$ cat src/rtl/ldst_split_pkg.sv
package ldst_split_pkg;

    typedef enum logic [0:0] {
        ST_EMPTY = 1'b0,
        ST_FULL  = 1'b1
    } slot_state_t;

endpackage

$ cat src/rtl/ldst_len_unary.sv
module ldst_len_unary #(
    parameter int LEN_W   = 4,
    parameter int MAX_LEN = 8,
    parameter int SPAN_W  = 32
) (
    input  logic [LEN_W-1:0]  len,
    output logic [SPAN_W-1:0] run,
    output logic              over
);
    localparam logic [LEN_W-1:0] CAP = LEN_W'(MAX_LEN);

    logic [LEN_W-1:0] eff;

    always_comb begin
        over = (len > CAP);
        eff  = over ? CAP : len;
    end

    for (genvar k = 0; k < SPAN_W; k++) begin : g_run
        assign run[k] = (32'(eff) > k);
    end

endmodule

$ cat src/rtl/ldst_span_place.sv
module ldst_span_place #(
    parameter int ADDR_W     = 16,
    parameter int LINE_BYTES = 16
) (
    input  logic [ADDR_W-1:0]                       addr,
    input  logic [2*LINE_BYTES-1:0]                 run,
    output logic [ADDR_W-$clog2(LINE_BYTES)-1:0]    idx_a,
    output logic [ADDR_W-$clog2(LINE_BYTES)-1:0]    idx_b,
    output logic [LINE_BYTES-1:0]                   map_a,
    output logic [LINE_BYTES-1:0]                   map_b,
    output logic                                    use_a,
    output logic                                    use_b
);
    localparam int OFF_W  = $clog2(LINE_BYTES);
    localparam int IDX_W  = ADDR_W - OFF_W;
    localparam int SPAN_W = 2 * LINE_BYTES;

    logic [OFF_W-1:0]  off;
    logic [SPAN_W-1:0] span;

    always_comb begin
        off   = addr[OFF_W-1:0];
        idx_a = addr[ADDR_W-1:OFF_W];
        idx_b = idx_a + IDX_W'(1);
        span  = run << off;
        map_a = span[LINE_BYTES-1:0];
        map_b = span[SPAN_W-1:LINE_BYTES];
        use_a = |map_a;
        use_b = |map_b;
    end

endmodule

$ cat src/rtl/ldst_result_slot.sv
module ldst_result_slot
    import ldst_split_pkg::*;
#(
    parameter int W       = 8,
    parameter bit REG_OUT = 1'b1
) (
    input  logic         clk,
    input  logic         rst_n,
    input  logic         in_valid,
    output logic         in_ready,
    input  logic [W-1:0] in_data,
    output logic         out_valid,
    input  logic         out_ready,
    output logic [W-1:0] out_data
);
    if (REG_OUT) begin : g_reg
        slot_state_t  state_q, state_d;
        logic [W-1:0] data_q;
        logic         take;

        always_comb begin
            state_d = state_q;
            unique case (state_q)
                ST_EMPTY: if (in_valid)               state_d = ST_FULL;
                ST_FULL:  if (out_ready && !in_valid) state_d = ST_EMPTY;
                default:                              state_d = ST_EMPTY;
            endcase
        end

        always_ff @(posedge clk) begin
            if (!rst_n) state_q <= ST_EMPTY;
            else        state_q <= state_d;
        end

        always_comb begin
            in_ready  = (state_q == ST_EMPTY) || out_ready;
            take      = in_valid && in_ready;
            out_valid = (state_q == ST_FULL);
            out_data  = data_q;
        end

        always_ff @(posedge clk) begin
            if (!rst_n)    data_q <= '0;
            else if (take) data_q <= in_data;
        end


        a_r9_accept_shows: assert property (@(posedge clk) disable iff (!rst_n)
            (in_valid && in_ready) |=> (out_valid && out_data == $past(in_data)));

        a_r10_hold_stable: assert property (@(posedge clk) disable iff (!rst_n)
            (out_valid && !out_ready && !in_valid) |=> (out_valid && $stable(out_data)));

        a_r10_no_take: assert property (@(posedge clk) disable iff (!rst_n)
            (out_valid && !out_ready) |=> $stable(out_data));

        a_r9_drain: assert property (@(posedge clk) disable iff (!rst_n)
            (out_valid && out_ready && !in_valid) |=> !out_valid);
    end else begin : g_wire
        always_comb begin
            out_valid = in_valid;
            in_ready  = out_ready;
            out_data  = in_data;
        end
    end

endmodule

$ cat src/rtl/ldst_line_splitter.sv
module ldst_line_splitter #(
    parameter int ADDR_W     = 16,
    parameter int LEN_W      = 4,
    parameter int MAX_LEN    = 8,
    parameter int LINE_BYTES = 16,
    parameter bit REG_OUT    = 1'b1
) (
    input  logic                                 clk,
    input  logic                                 rst_n,
    input  logic                                 req_valid,
    output logic                                 req_ready,
    input  logic [ADDR_W-1:0]                    req_addr,
    input  logic [LEN_W-1:0]                     req_len,
    output logic                                 out_valid,
    input  logic                                 out_ready,
    output logic [ADDR_W-$clog2(LINE_BYTES)-1:0] lo_index,
    output logic [LINE_BYTES-1:0]                lo_mask,
    output logic                                 lo_en,
    output logic [ADDR_W-$clog2(LINE_BYTES)-1:0] hi_index,
    output logic [LINE_BYTES-1:0]                hi_mask,
    output logic                                 hi_en,
    output logic                                 len_err
);
    localparam int OFF_W  = $clog2(LINE_BYTES);
    localparam int IDX_W  = ADDR_W - OFF_W;
    localparam int SPAN_W = 2 * LINE_BYTES;
    localparam int PAY_W  = 2 * IDX_W + 2 * LINE_BYTES + 3;

    logic [SPAN_W-1:0]     run;
    logic                  over;
    logic [IDX_W-1:0]      ia, ib;
    logic [LINE_BYTES-1:0] ma, mb;
    logic                  ua, ub;
    logic [PAY_W-1:0]      pay_in, pay_out;

    ldst_len_unary #(
        .LEN_W  (LEN_W),
        .MAX_LEN(MAX_LEN),
        .SPAN_W (SPAN_W)
    ) u_unary (
        .len (req_len),
        .run (run),
        .over(over)
    );

    ldst_span_place #(
        .ADDR_W    (ADDR_W),
        .LINE_BYTES(LINE_BYTES)
    ) u_place (
        .addr (req_addr),
        .run  (run),
        .idx_a(ia),
        .idx_b(ib),
        .map_a(ma),
        .map_b(mb),
        .use_a(ua),
        .use_b(ub)
    );

    assign pay_in = {over, ub, mb, ib, ua, ma, ia};

    ldst_result_slot #(
        .W      (PAY_W),
        .REG_OUT(REG_OUT)
    ) u_slot (
        .clk      (clk),
        .rst_n    (rst_n),
        .in_valid (req_valid),
        .in_ready (req_ready),
        .in_data  (pay_in),
        .out_valid(out_valid),
        .out_ready(out_ready),
        .out_data (pay_out)
    );

    assign {len_err, hi_en, hi_mask, hi_index, lo_en, lo_mask, lo_index} = pay_out;


    a_r1_index_step: assert property (@(posedge clk) disable iff (!rst_n)
        out_valid |-> (hi_index == lo_index + IDX_W'(1)));

    a_r4_flags: assert property (@(posedge clk) disable iff (!rst_n)
        out_valid |-> ((lo_en == (lo_mask != '0)) && (hi_en == (hi_mask != '0))));

    a_r6_clamp_count: assert property (@(posedge clk) disable iff (!rst_n)
        (out_valid && len_err) |-> (($countones(lo_mask) + $countones(hi_mask)) == MAX_LEN));

    a_r2_bounded: assert property (@(posedge clk) disable iff (!rst_n)
        out_valid |-> (($countones(lo_mask) + $countones(hi_mask)) <= MAX_LEN));

endmodule

$ cat config.mk
export PLATFORM = sky130hd
export DESIGN_NAME = ldst_line_splitter
export DESIGN_NICKNAME = d
export VERILOG_FILES = /design/src/rtl/ldst_split_pkg.sv /design/src/rtl/ldst_len_unary.sv /design/src/rtl/ldst_span_place.sv /design/src/rtl/ldst_result_slot.sv /design/src/rtl/ldst_line_splitter.sv
export SDC_FILE = /design/constraint.sdc
export NUM_CORES = 1
export LEC_CHECK = 0
export ABC_AREA = 1
export BUFFER_PORTS_ARGS = -buffer_cell sky130_fd_sc_hd__buf_2
export CAP_MARGIN = 20
export CORE_AREA = 4 4 108 59
export DETAILED_ROUTE_END_ITERATION = 12
export DIE_AREA = 0 0 112 63
export HOLD_SLACK_MARGIN = 0.08
export PLACE_DENSITY = 0.89
export SYNTH_ARGS = -nofsm -noshare
export SYNTH_HDL_FRONTEND = slang
export SYNTH_SLANG_ARGS = --single-unit
export TNS_END_PERCENT = 50
$ cat constraint.sdc
create_clock -name clk -period 1.3 [get_ports clk]
set_clock_uncertainty 0.05 [all_clocks]
set_input_delay 0.065 -clock clk [delete_from_list [all_inputs] [get_ports clk]]
set_output_delay 0.065 -clock clk [all_outputs]
set_load 0.01 [all_outputs]
==> impl_metrics.tcl, run 1 <==
set metrics [dict create \
    synth_seq_cells 58 \
    rsz0062_at_grt "yes" \
    violations "negative setup slack" \
    htree_levels 3 \
    synth_warnings 0 \
    status "finished, violations left" \
    worstMarginPinSlew_ps 534.0 \
    cp.arrival_ps 1620 \
    maxCapViolCount 0 \
    crit_path_top_delay_cell "dlygate4sd3_1" \
    crit_chain "buf_2 -> dlygate4sd3_1 -> inv_1 -> nor3_4 -> nand2_2 -> nor2_2 -> nand2_1 -> o211ai_1 -> nand2_1 -> inv_1" \
    hpwl_um 5243 \
    firstDrtPassIters 5 \
    coreArea_mm2 0.005349 \
    setup_violations 3 \
    leakage_uw 0.001838 \
    viasPerCell 5.279 \
    synth.avg_cell_area_um2 7.084 \
    yosysUniqueCellTypes 31 \
    dp_cells 524 \
    finalNetCount 510 \
    fillers 410 \
    fmax_ghz 0.7242 \
    end_kind "flop" \
    slew_headroom_pct 64.36 \
    worstSkewPairLatency_ps 350 \
    grtUsageTotal_pct 23.11 \
    wl_per_cell_um 14.37 \
    cts.sinks 58 \
    crit_path_max_incr_delay_ps 600 \
    die_y_um 63 \
    setup_tns_ps -135.1 \
    final_area_mm2 0.003692 \
    cts-root-buf "clkbuf_8" \
    syn_inst 378 \
    fp.dieW_um 112 \
    grt_pass1_vias 2843 \
    seq_area_frac_synth_pct 43.36 \
    synth_area_mm2 0.002678 \
    drt-initial-drc-count 191 \
    die_area_mm2 0.007056 \
    finalMaxSlewViolations 0 \
    route.detailed.drc 0 \
    final_cell_mix "82 x nand2_1, 82 x buf_2, 57 x dfxtp_1" \
    gp_congestion 0.9141 \
    cts_tree "yes" \
    drive_gt1_share_pct 27.35 \
    ir_drop_uv 816.1 \
    cp.required_ps 1540 \
    initial_utilization_pct 50.06 \
    start_kind "primary input" \
    clk_pin_slew_ps 70 \
    detail-route-antenna-nets 0 \
    grt_max_degree 29 \
    port_buffers 82 \
    min_period_ps 1381 \
    io_pins 85 \
    worstPathMaxFanout 2 \
    fin_crit_sh_pct 106.2 \
    grt_pass1_wl_um 13230 \
    place_ws_ps -26.86 \
    postPlaceCellArea_mm2 0.003182 \
    antenna_cells 0 \
    syn2layout_area_growth_pct 37.90 \
    cts_buffers 9 \
    wl_um 8089 \
    worst_slack_ps -80.78 \
    power_density_mw_per_mm2 1291 \
    hp-class "primary input to flop" \
    routed-via-count 2972 \
    fin_cells 563 \
    antenna_found_initial 0 \
    grt-ovfl-total 0 \
    path_class "primary input to flop" \
    num_rows 19 \
    cts.path.max_buffers 2 \
    finalHoldViolCount 0 \
]
-- per-stage QoR --
stage / total power [uW] / util (%) / hold slack (ps)
detailed placement: 2699 / 59.49 / 302.9
finish: 4768 / 69.03 / 115.1
CTS: 4730 / 68.35 / 95.53
global route: 4968 / 69.03 / 146.3
floorplan: 2426 / - / 105.0
global placement: 2684 / 59.49 / 302.1
-- state kept, by name, summed over array words and instances (netlist names) --
register	cells
u_slot.out_valid	1
u_slot.out_data	57
-- final timing paths --
check	from	end	slack, ps	depth (start not counted)
setup / recovery	req_addr[7]	u_slot.out_data[40]	-80	10
hold reg to reg	u_slot.out_data[54]	u_slot.out_data[54]	390	2
setup reg to reg	u_slot.out_valid	u_slot.out_data[34]	-40	8
hold / removal	req_addr[6]	u_slot.out_data[32]	120	4
-- critical path: cells and delay by family --
family	cells	cell delay [ps]
buffers and inverters	4	830
and+or+nand+nor	5	620
AOI/OAI and AO/OA	1	100
-- cell usage after synthesis (all sizes together) --
| library cell | count | area (um^2) |
|---|---|---|
| xor2 | 2 | 17.52 |
| a31oi | 3 | 18.77 |
| dfxtp | 58 | 1161 |
| a21oi | 34 | 181.4 |
| clkbuf | 7 | 26.28 |
| conb | 1 | 3.750 |
| nand3 | 49 | 250.2 |
| inv | 23 | 86.34 |
| nor3 | 2 | 21.27 |
| o31ai | 1 | 7.510 |
| buf | 19 | 120.1 |
| nand4 | 8 | 50.05 |
| o211ai | 3 | 22.52 |
| nand2 | 86 | 327.8 |
| o21ai | 35 | 175.2 |
| or2 | 1 | 6.260 |
| a21o | 1 | 7.510 |
| a211oi | 1 | 7.510 |
| xnor2 | 1 | 8.760 |
| ha | 1 | 12.51 |
| nor2 | 42 | 165.2 |
-- cell families (layout without fill, tap and decap cells) --
group	after synthesis	in the layout	synth area share, %
buffers and inverters	49	160	8.692
other	1	2	0.1401
AND/OR/NAND/NOR	188	188	30.65
XOR/XNOR	3	3	0.9815
adder cells (fa/ha/maj)	1	1	0.4672
AO/OA/AOI/OAI	78	78	15.70
flip-flops	58	58	43.36
-- report_power, final --
| group | switching, uW | internal (uW) | total [uW] | leakage (uW) |
|---|---|---|---|---|
| sequential | 58.8 | 1890 | 1950 | 0.000479 |
| clock | 731 | 1260 | 1990 | 0.000120 |
| combinational | 485 | 339 | 824 | 0.00124 |
-- per-layer routing --
metal | track usage [%] | wire length (um) | vias up
met5 | 0 | 0 | -
met2 | 42.01 | 4090 | 102
met3 | 6.383 | 478 | 22
met4 | 9.295 | 196 | 0
met1 | 25.63 | 3323 | 1385
li1 | - | - | 1463
-- cell type report --
type	count	area (um^2)	share of cell area, %
Clock inverter	6	105.1	2.846
Clock buffer	10	127.6	3.456
Timing Repair Buffer	121	800.8	21.69
Inverter	23	88.84	2.406
Multi-Input combinational cell	272	1314	35.58
Sequential cell	58	1165	31.55
Tap cell	73	91.34	2.474
-- what timing repair did --
action / 4_1_cts / 5_1_grt
setup buffers: 3 / 2
hold endpoints to repair: 31 / 2
pin swaps: 1 / 1
resized for setup: 6 / 8
hold buffers: 17 / 1
cloned: 1 / 0
endpoints found under the setup margin: 8 / 20
(Power assumes the default switching activity.)
==> inputs of run 2 (changes only) <==
--- a/config.mk
+++ b/config.mk
@@ -7,10 +7,10 @@
 export LEC_CHECK = 0
 export ABC_AREA = 1
 export BUFFER_PORTS_ARGS = -buffer_cell sky130_fd_sc_hd__buf_2
-export CAP_MARGIN = 20
-export CORE_AREA = 4 4 108 59
+export CAP_MARGIN = 40
+export CORE_AREA = 2 2 106 57
 export DETAILED_ROUTE_END_ITERATION = 12
-export DIE_AREA = 0 0 112 63
+export DIE_AREA = 0 0 108 59
 export HOLD_SLACK_MARGIN = 0.08
 export PLACE_DENSITY = 0.89
 export SYNTH_ARGS = -nofsm -noshare
==> constraint.sdc (replaced) <==
create_clock -name clk -period 1.3 [get_ports clk]
set_clock_uncertainty 0.05 [all_clocks]
set_input_delay 0.13 -clock clk [delete_from_list [all_inputs] [get_ports clk]]
set_output_delay 0.13 -clock clk [all_outputs]
set_load 0.01 [all_outputs]
==> run 2 against run 1 <==
The flow still finishes with violations (negative setup slack). Clock power is 20% lower. Via count up 2.6%. Non-clock buffer count up 1. Total power is 8.0% lower. Critical path depth decreased by 2. Worst setup slack better by 48 ps. Critical path type is now flop to flop. Largest cell class unchanged. Highest routed layer unchanged.
==> impl_metrics.tcl, run 2 (synthesis gave the netlist of run 1 again) <==
set metrics [dict create \
    worstMarginPinSlew_ps 503.9 \
    cts-root-buf "clkbuf_8" \
    firstDrtPassIters 6 \
    crit_path_start "u_slot.out_valid" \
    wl_um 8215 \
    antenna_cells 0 \
    setup_violations 2 \
    grt_pass1_vias 2556 \
    maxCapViolCount 0 \
    leakage_uw 0.001804 \
    finalNetCount 511 \
    detail-route-antenna-nets 0 \
    cts.sinks 58 \
    finalHoldViolCount 0 \
    syn2layout_area_growth_pct 36.22 \
    place_ws_ps -48.70 \
    grt-ovfl-total 0 \
    end_kind "flop" \
    postPlaceCellArea_mm2 0.003179 \
    fp.dieW_um 108 \
    routed-via-count 3049 \
    io_pins 85 \
    fillers 436 \
    hp-class "primary input to flop" \
    path_class "flop to flop" \
    hold_path.startpoint "req_addr[4]" \
    final_cell_mix "83 x nand2_1, 82 x buf_2, 57 x dfxtp_1" \
    grt_pass1_wl_um 11490 \
    cts.path.max_buffers 2 \
    slew_headroom_pct 66.37 \
    hpwl_um 4815 \
    coreArea_mm2 0.005349 \
    cts_tree "yes" \
    fin_crit_sh_pct 102.5 \
    seqCellArea_mm2 0.001162 \
    start_kind "flop" \
    cp.required_ps 1540 \
    num_rows 19 \
    gp_congestion 0.9101 \
    wl_per_cell_um 14.57 \
    r2r-start "u_slot.out_valid" \
    grtUsageTotal_pct 23.37 \
    route.detailed.drc 0 \
    ir_drop_uv 559.8 \
    multi_input_area_mm2 0.001308 \
    cts_buffers 9 \
    largest_reg_flops 57 \
    violations "negative setup slack" \
    worst_slack_ps -32.34 \
    port_buffers 82 \
    worstPathMaxFanout 8 \
    finalMaxSlewViolations 0 \
    fmax_ghz 0.7506 \
    final_area_mm2 0.003647 \
    cp.arrival_ps 1580 \
    rsz0062_at_grt "yes" \
    min_period_ps 1332 \
    clk_pin_slew_ps 70 \
    status "finished, violations left" \
    grt_max_degree 51 \
    antenna_found_initial 0 \
    power_density_mw_per_mm2 1202 \
    power.total_uw 4385 \
    final_common_cell "nand2_1" \
    worstSkewPairLatency_ps 340 \
    viasPerCell 5.406 \
    die_area_mm2 0.006372 \
    die_y_um 59 \
    htree_levels 3 \
    initial_utilization_pct 50.06 \
    drt-initial-drc-count 221 \
    drive_gt1_share_pct 28.92 \
]
run 2: where the power goes:
part / total (uW) / internal [uW] / switching [uW] / leakage, uW
combinational: 835 / 340 / 494 / 0.00123
clock: 1600 / 870 / 729 / 0.0000958
sequential: 1950 / 1890 / 58.6 / 0.000478
run 2: repair_timing:
item	in CTS	in global routing
endpoints found under the hold margin	13	0
buffers inserted	0	6
pin swaps	0	1
gates cloned	0	2
resized for setup	2	19
endpoints found under the setup margin	16	31
hold buffers	13	0
run 2: layer usage:
| layer | share of wire (%) | global-route usage, % |
|---|---|---|
| met5 | 0 | 0 |
| met4 | 2.0 | 5.678 |
| met3 | 7.2 | 8.462 |
| met2 | 50 | 41.33 |
| met1 | 41 | 27.61 |
run 2: cell type report:
cell class,count,share of cell area (%)
clock buffers,10,3.499
clock inverters,6,1.578
inverters,23,2.504
multi-input cells,272,35.85
flip-flops and latches,58,31.87
well taps,73,2.504
repair buffers,122,22.20
run 2: path summary, 6_finish.rpt:
kind,to,slack (ps),depth (start not counted)
worst max-delay path,u_slot.out_data[34],-30,8
worst min-delay path,u_slot.out_data[30],100,4
worst max register to register,u_slot.out_data[34],-30,8
worst min register to register,u_slot.out_data[53],380,2
run 2: metrics by stage:
stage	hold WS, ps	setup TNS [ps]	util (%)	cells
after detailed placement	372.5	-144.4	59.44	527
after CTS	90.51	-15.69	65.47	556
final	101.3	-39.08	68.19	564
after global routing	108.5	-411.5	68.19	564
after global placement	367.9	-10.86	59.44	527
after floorplan	170.0	0	-	379
run 2: critical path, stage by stage (launching register included):
cell      delay, ps
dfxtp_2         340
a21oi_4         220
clkinv_4        150
or2_1           230
inv_1            50
nand2_1          40
o211ai_1         80
nand2_1          70
inv_1            50
==> inputs of run 3 (changes only) <==
--- a/config.mk
+++ b/config.mk
@@ -5,14 +5,15 @@
 export SDC_FILE = /design/constraint.sdc
 export NUM_CORES = 1
 export LEC_CHECK = 0
-export ABC_AREA = 1
+export ABC_AREA = 0
 export BUFFER_PORTS_ARGS = -buffer_cell sky130_fd_sc_hd__buf_2
 export CAP_MARGIN = 40
-export CORE_AREA = 2 2 106 57
+export CORE_AREA = 4 4 109 59
 export DETAILED_ROUTE_END_ITERATION = 12
-export DIE_AREA = 0 0 108 59
+export DIE_AREA = 0 0 113 63
+export GPL_TIMING_DRIVEN = 0
 export HOLD_SLACK_MARGIN = 0.08
-export PLACE_DENSITY = 0.89
+export PLACE_DENSITY = 0.9
 export SYNTH_ARGS = -nofsm -noshare
 export SYNTH_HDL_FRONTEND = slang
 export SYNTH_SLANG_ARGS = --single-unit
==> run 3 against run 2 <==
The run still ends with negative setup slack left. Final cell count shrank 5.7%. Total power grew 15%. Worst hold slack gained 6.6 ps.
==> impl_metrics.tcl, run 3 <==
set metrics [dict create \
    status "finished, violations left" \
    violations "negative setup slack" \
    yosys_most_used_dff "dfxtp_1" \
    largest_reg_flops 57 \
    cts.path.max_buffers 2 \
    rsz0062_at_grt "yes" \
    drive_gt1_share_pct 34.64 \
    fp.dieW_um 113 \
    end_kind "flop" \
    gp_congestion 0.9557 \
    worstMarginPinSlew_ps 606.8 \
    synth_top_cell_area_share_pct 42.18 \
    power_density_mw_per_mm2 1274 \
    grt_max_degree 11 \
    clk_pin_slew_ps 70 \
    finalMaxSlewViolations 0 \
    grt_pass1_vias 2998 \
    power.total_uw 5024 \
    grtUsageTotal_pct 25.97 \
    postCtsSetupBuffers 0 \
    min_period_ps 1475 \
    wl_um 10590 \
    hold_slack_ps 108.0 \
    htree_levels 3 \
    route.detailed.drc 0 \
    synth.avg_cell_area_um2 7.979 \
    cts-root-buf "clkbuf_8" \
    wl_per_cell_um 19.90 \
    final_cell_mix "82 x buf_2, 57 x dfxtp_1, 47 x nand2_1" \
    grt-ovfl-total 0 \
    synth_top_area_cell "dfxtp_1" \
    maxCapViolCount 0 \
    synth-edff-count 0 \
    worstPathMaxFanout 10 \
    path_class "flop to flop" \
    grt_pass1_wl_um 14920 \
    finalNetCount 479 \
    io_pins 85 \
    crit_path_top_delay_cell "nor3_1" \
    slew_headroom_pct 59.18 \
    port_buffers 80 \
    cp_top_family "simple AND/OR/NAND/NOR gates" \
    initial_utilization_pct 51.01 \
    synth_warnings 0 \
    drt-initial-drc-count 400 \
    setup_violations 20 \
    synth_seq_cells 58 \
    detail-route-antenna-nets 0 \
    synth_most_common_cell "dfxtp_1" \
    synthTopCellsByArea "dfxtp_1 42%, nand2_1 6.7%, a21oi_1 6.5%" \
    hpwl_um 5770 \
    num_rows 19 \
    cts.sinks 58 \
    cts_tree "yes" \
    fmax_ghz 0.6778 \
    final_common_cell "buf_2" \
    syn2layout_area_growth_pct 43.23 \
    worstSkewPairLatency_ps 350 \
    async_flop_share_pct 0 \
    coreArea_mm2 0.005396 \
    synth_common_cells "58 x dfxtp_1, 49 x nand2_1, 36 x a21oi_1" \
    crit_path_max_incr_delay_ps 370 \
    crit_buf_inv 1 \
    die_area_mm2 0.007119 \
    ir_drop_uv 961.8 \
    firstDrtPassIters 7 \
    die_y_um 63 \
    antenna_cells 0 \
    crit_chain "nand2b_4 -> nand2_2 -> clkbuf_8 -> nor3_1 -> a21oi_1 -> nor2_1" \
    antenna_found_initial 0 \
    hp-class "primary input to flop" \
    worst_slack_ps -175.4 \
    cts_buffers 9 \
    viasPerCell 6.118 \
    fin_crit_sh_pct 113.5 \
    leakage_uw 0.001749 \
    routed-via-count 3255 \
    finalHoldViolCount 0 \
    seq_area_frac_synth_pct 42.18 \
    fin_cells 532 \
    dp_cells 499 \
    cp.required_ps 1540 \
    synth_area_mm2 0.002753 \
    start_kind "flop" \
    syn_inst 345 \
    yosysUniqueCellTypes 56 \
    cp.arrival_ps 1710 \
]
==> run 3: cell count changes after synthesis, moves of 9 or more <==
| cell | change |
|---|---|
| a211oi_1 | +9 |
| and3_1 | +11 |
| clkbuf_1 | +13 |
| inv_1 | -18 |
| nand2_1 | -35 |
| nand3_1 | -41 |
| o21ai_0 | -24 |
| o21ai_1 | +11 |
==> run 3: worst reg2reg max path, stage by stage, from the launching register on <==
cell	delay, ps
dfxtp_4	360
nand2b_4	90
nand2_2	100
clkbuf_8	190
nor3_1	370
a21oi_1	130
nor2_1	110
==> run 3: kinds of logic after synthesis <==
| group | Yosys count | share of synthesized area, % |
|---|---|---|
| flops | 58 | 42.18 |
| simple gates | 133 | 22.68 |
| mux | 1 | 0.3637 |
| compound gates | 100 | 23.41 |
| buf+inv | 38 | 6.545 |
| xor+xnor | 11 | 3.500 |
| fa+ha+maj | 3 | 1.182 |
| other cells | 1 | 0.1362 |
==> run 3: metrics by stage <==
| step | utilization (%) | cell area [um^2] | worst slack (ps) | TNS, ps |
|---|---|---|---|---|
| finish | 73.06 | 3943 | -175.4 | -839.7 |
| global route | 73.06 | 3943 | -156.7 | -1158 |
| CTS | 70.30 | 3794 | -10.38 | -26.73 |
| detailed placement | 61.47 | 3317 | -373.1 | -6714 |
| global placement | 61.47 | 3317 | -386.8 | -6452 |
| floorplan | - | 2825 | -107.1 | -150.6 |
==> run 3: final timing paths <==
check,depth (start not counted),slack [ps],start,end
worst max-delay path,6,-180,u_slot.out_valid,u_slot.out_data[12]
worst min register to register,2,410,u_slot.out_data[3],u_slot.out_data[3]
worst min-delay path,3,110,req_addr[8],u_slot.out_data[33]
worst max register to register,6,-180,u_slot.out_valid,u_slot.out_data[12]
==> run 3: layout make-up <==
cell class	instances	area, um^2
clock inverters	5	100.1
repair buffers	97	588.1
inverters	6	22.52
clock buffers	11	151.4
flip-flops and latches	58	1165
plain buffers	32	262.8
well taps	73	91.34
multi-input cells	250	1562
fillers	350	1454
==> run 3: metal layers <==
metal | track usage, % | part of all wire [%] | vias up
met5 | 0 | 0 | -
met4 | 7.946 | 4.9 | 0
met3 | 8.994 | 12 | 57
met2 | 42.11 | 45 | 275
met1 | 32.55 | 38 | 1486
li1 | - | - | 1437
==> run 3: repair_timing <==
item / in CTS / in global routing
hold buffers: 16 / 0
hold endpoints to repair: 19 / 0
cloned: 0 / 1
endpoints found under the setup margin: 49 / 42
gates resized for setup: 21 / 43
pin swaps: 0 / 9
==> run 3: power breakdown <==
group	total [uW]	internal (uW)	switching [uW]
logic	939	381	558
clock network	2150	1370	780
registers	1930	1870	61.5
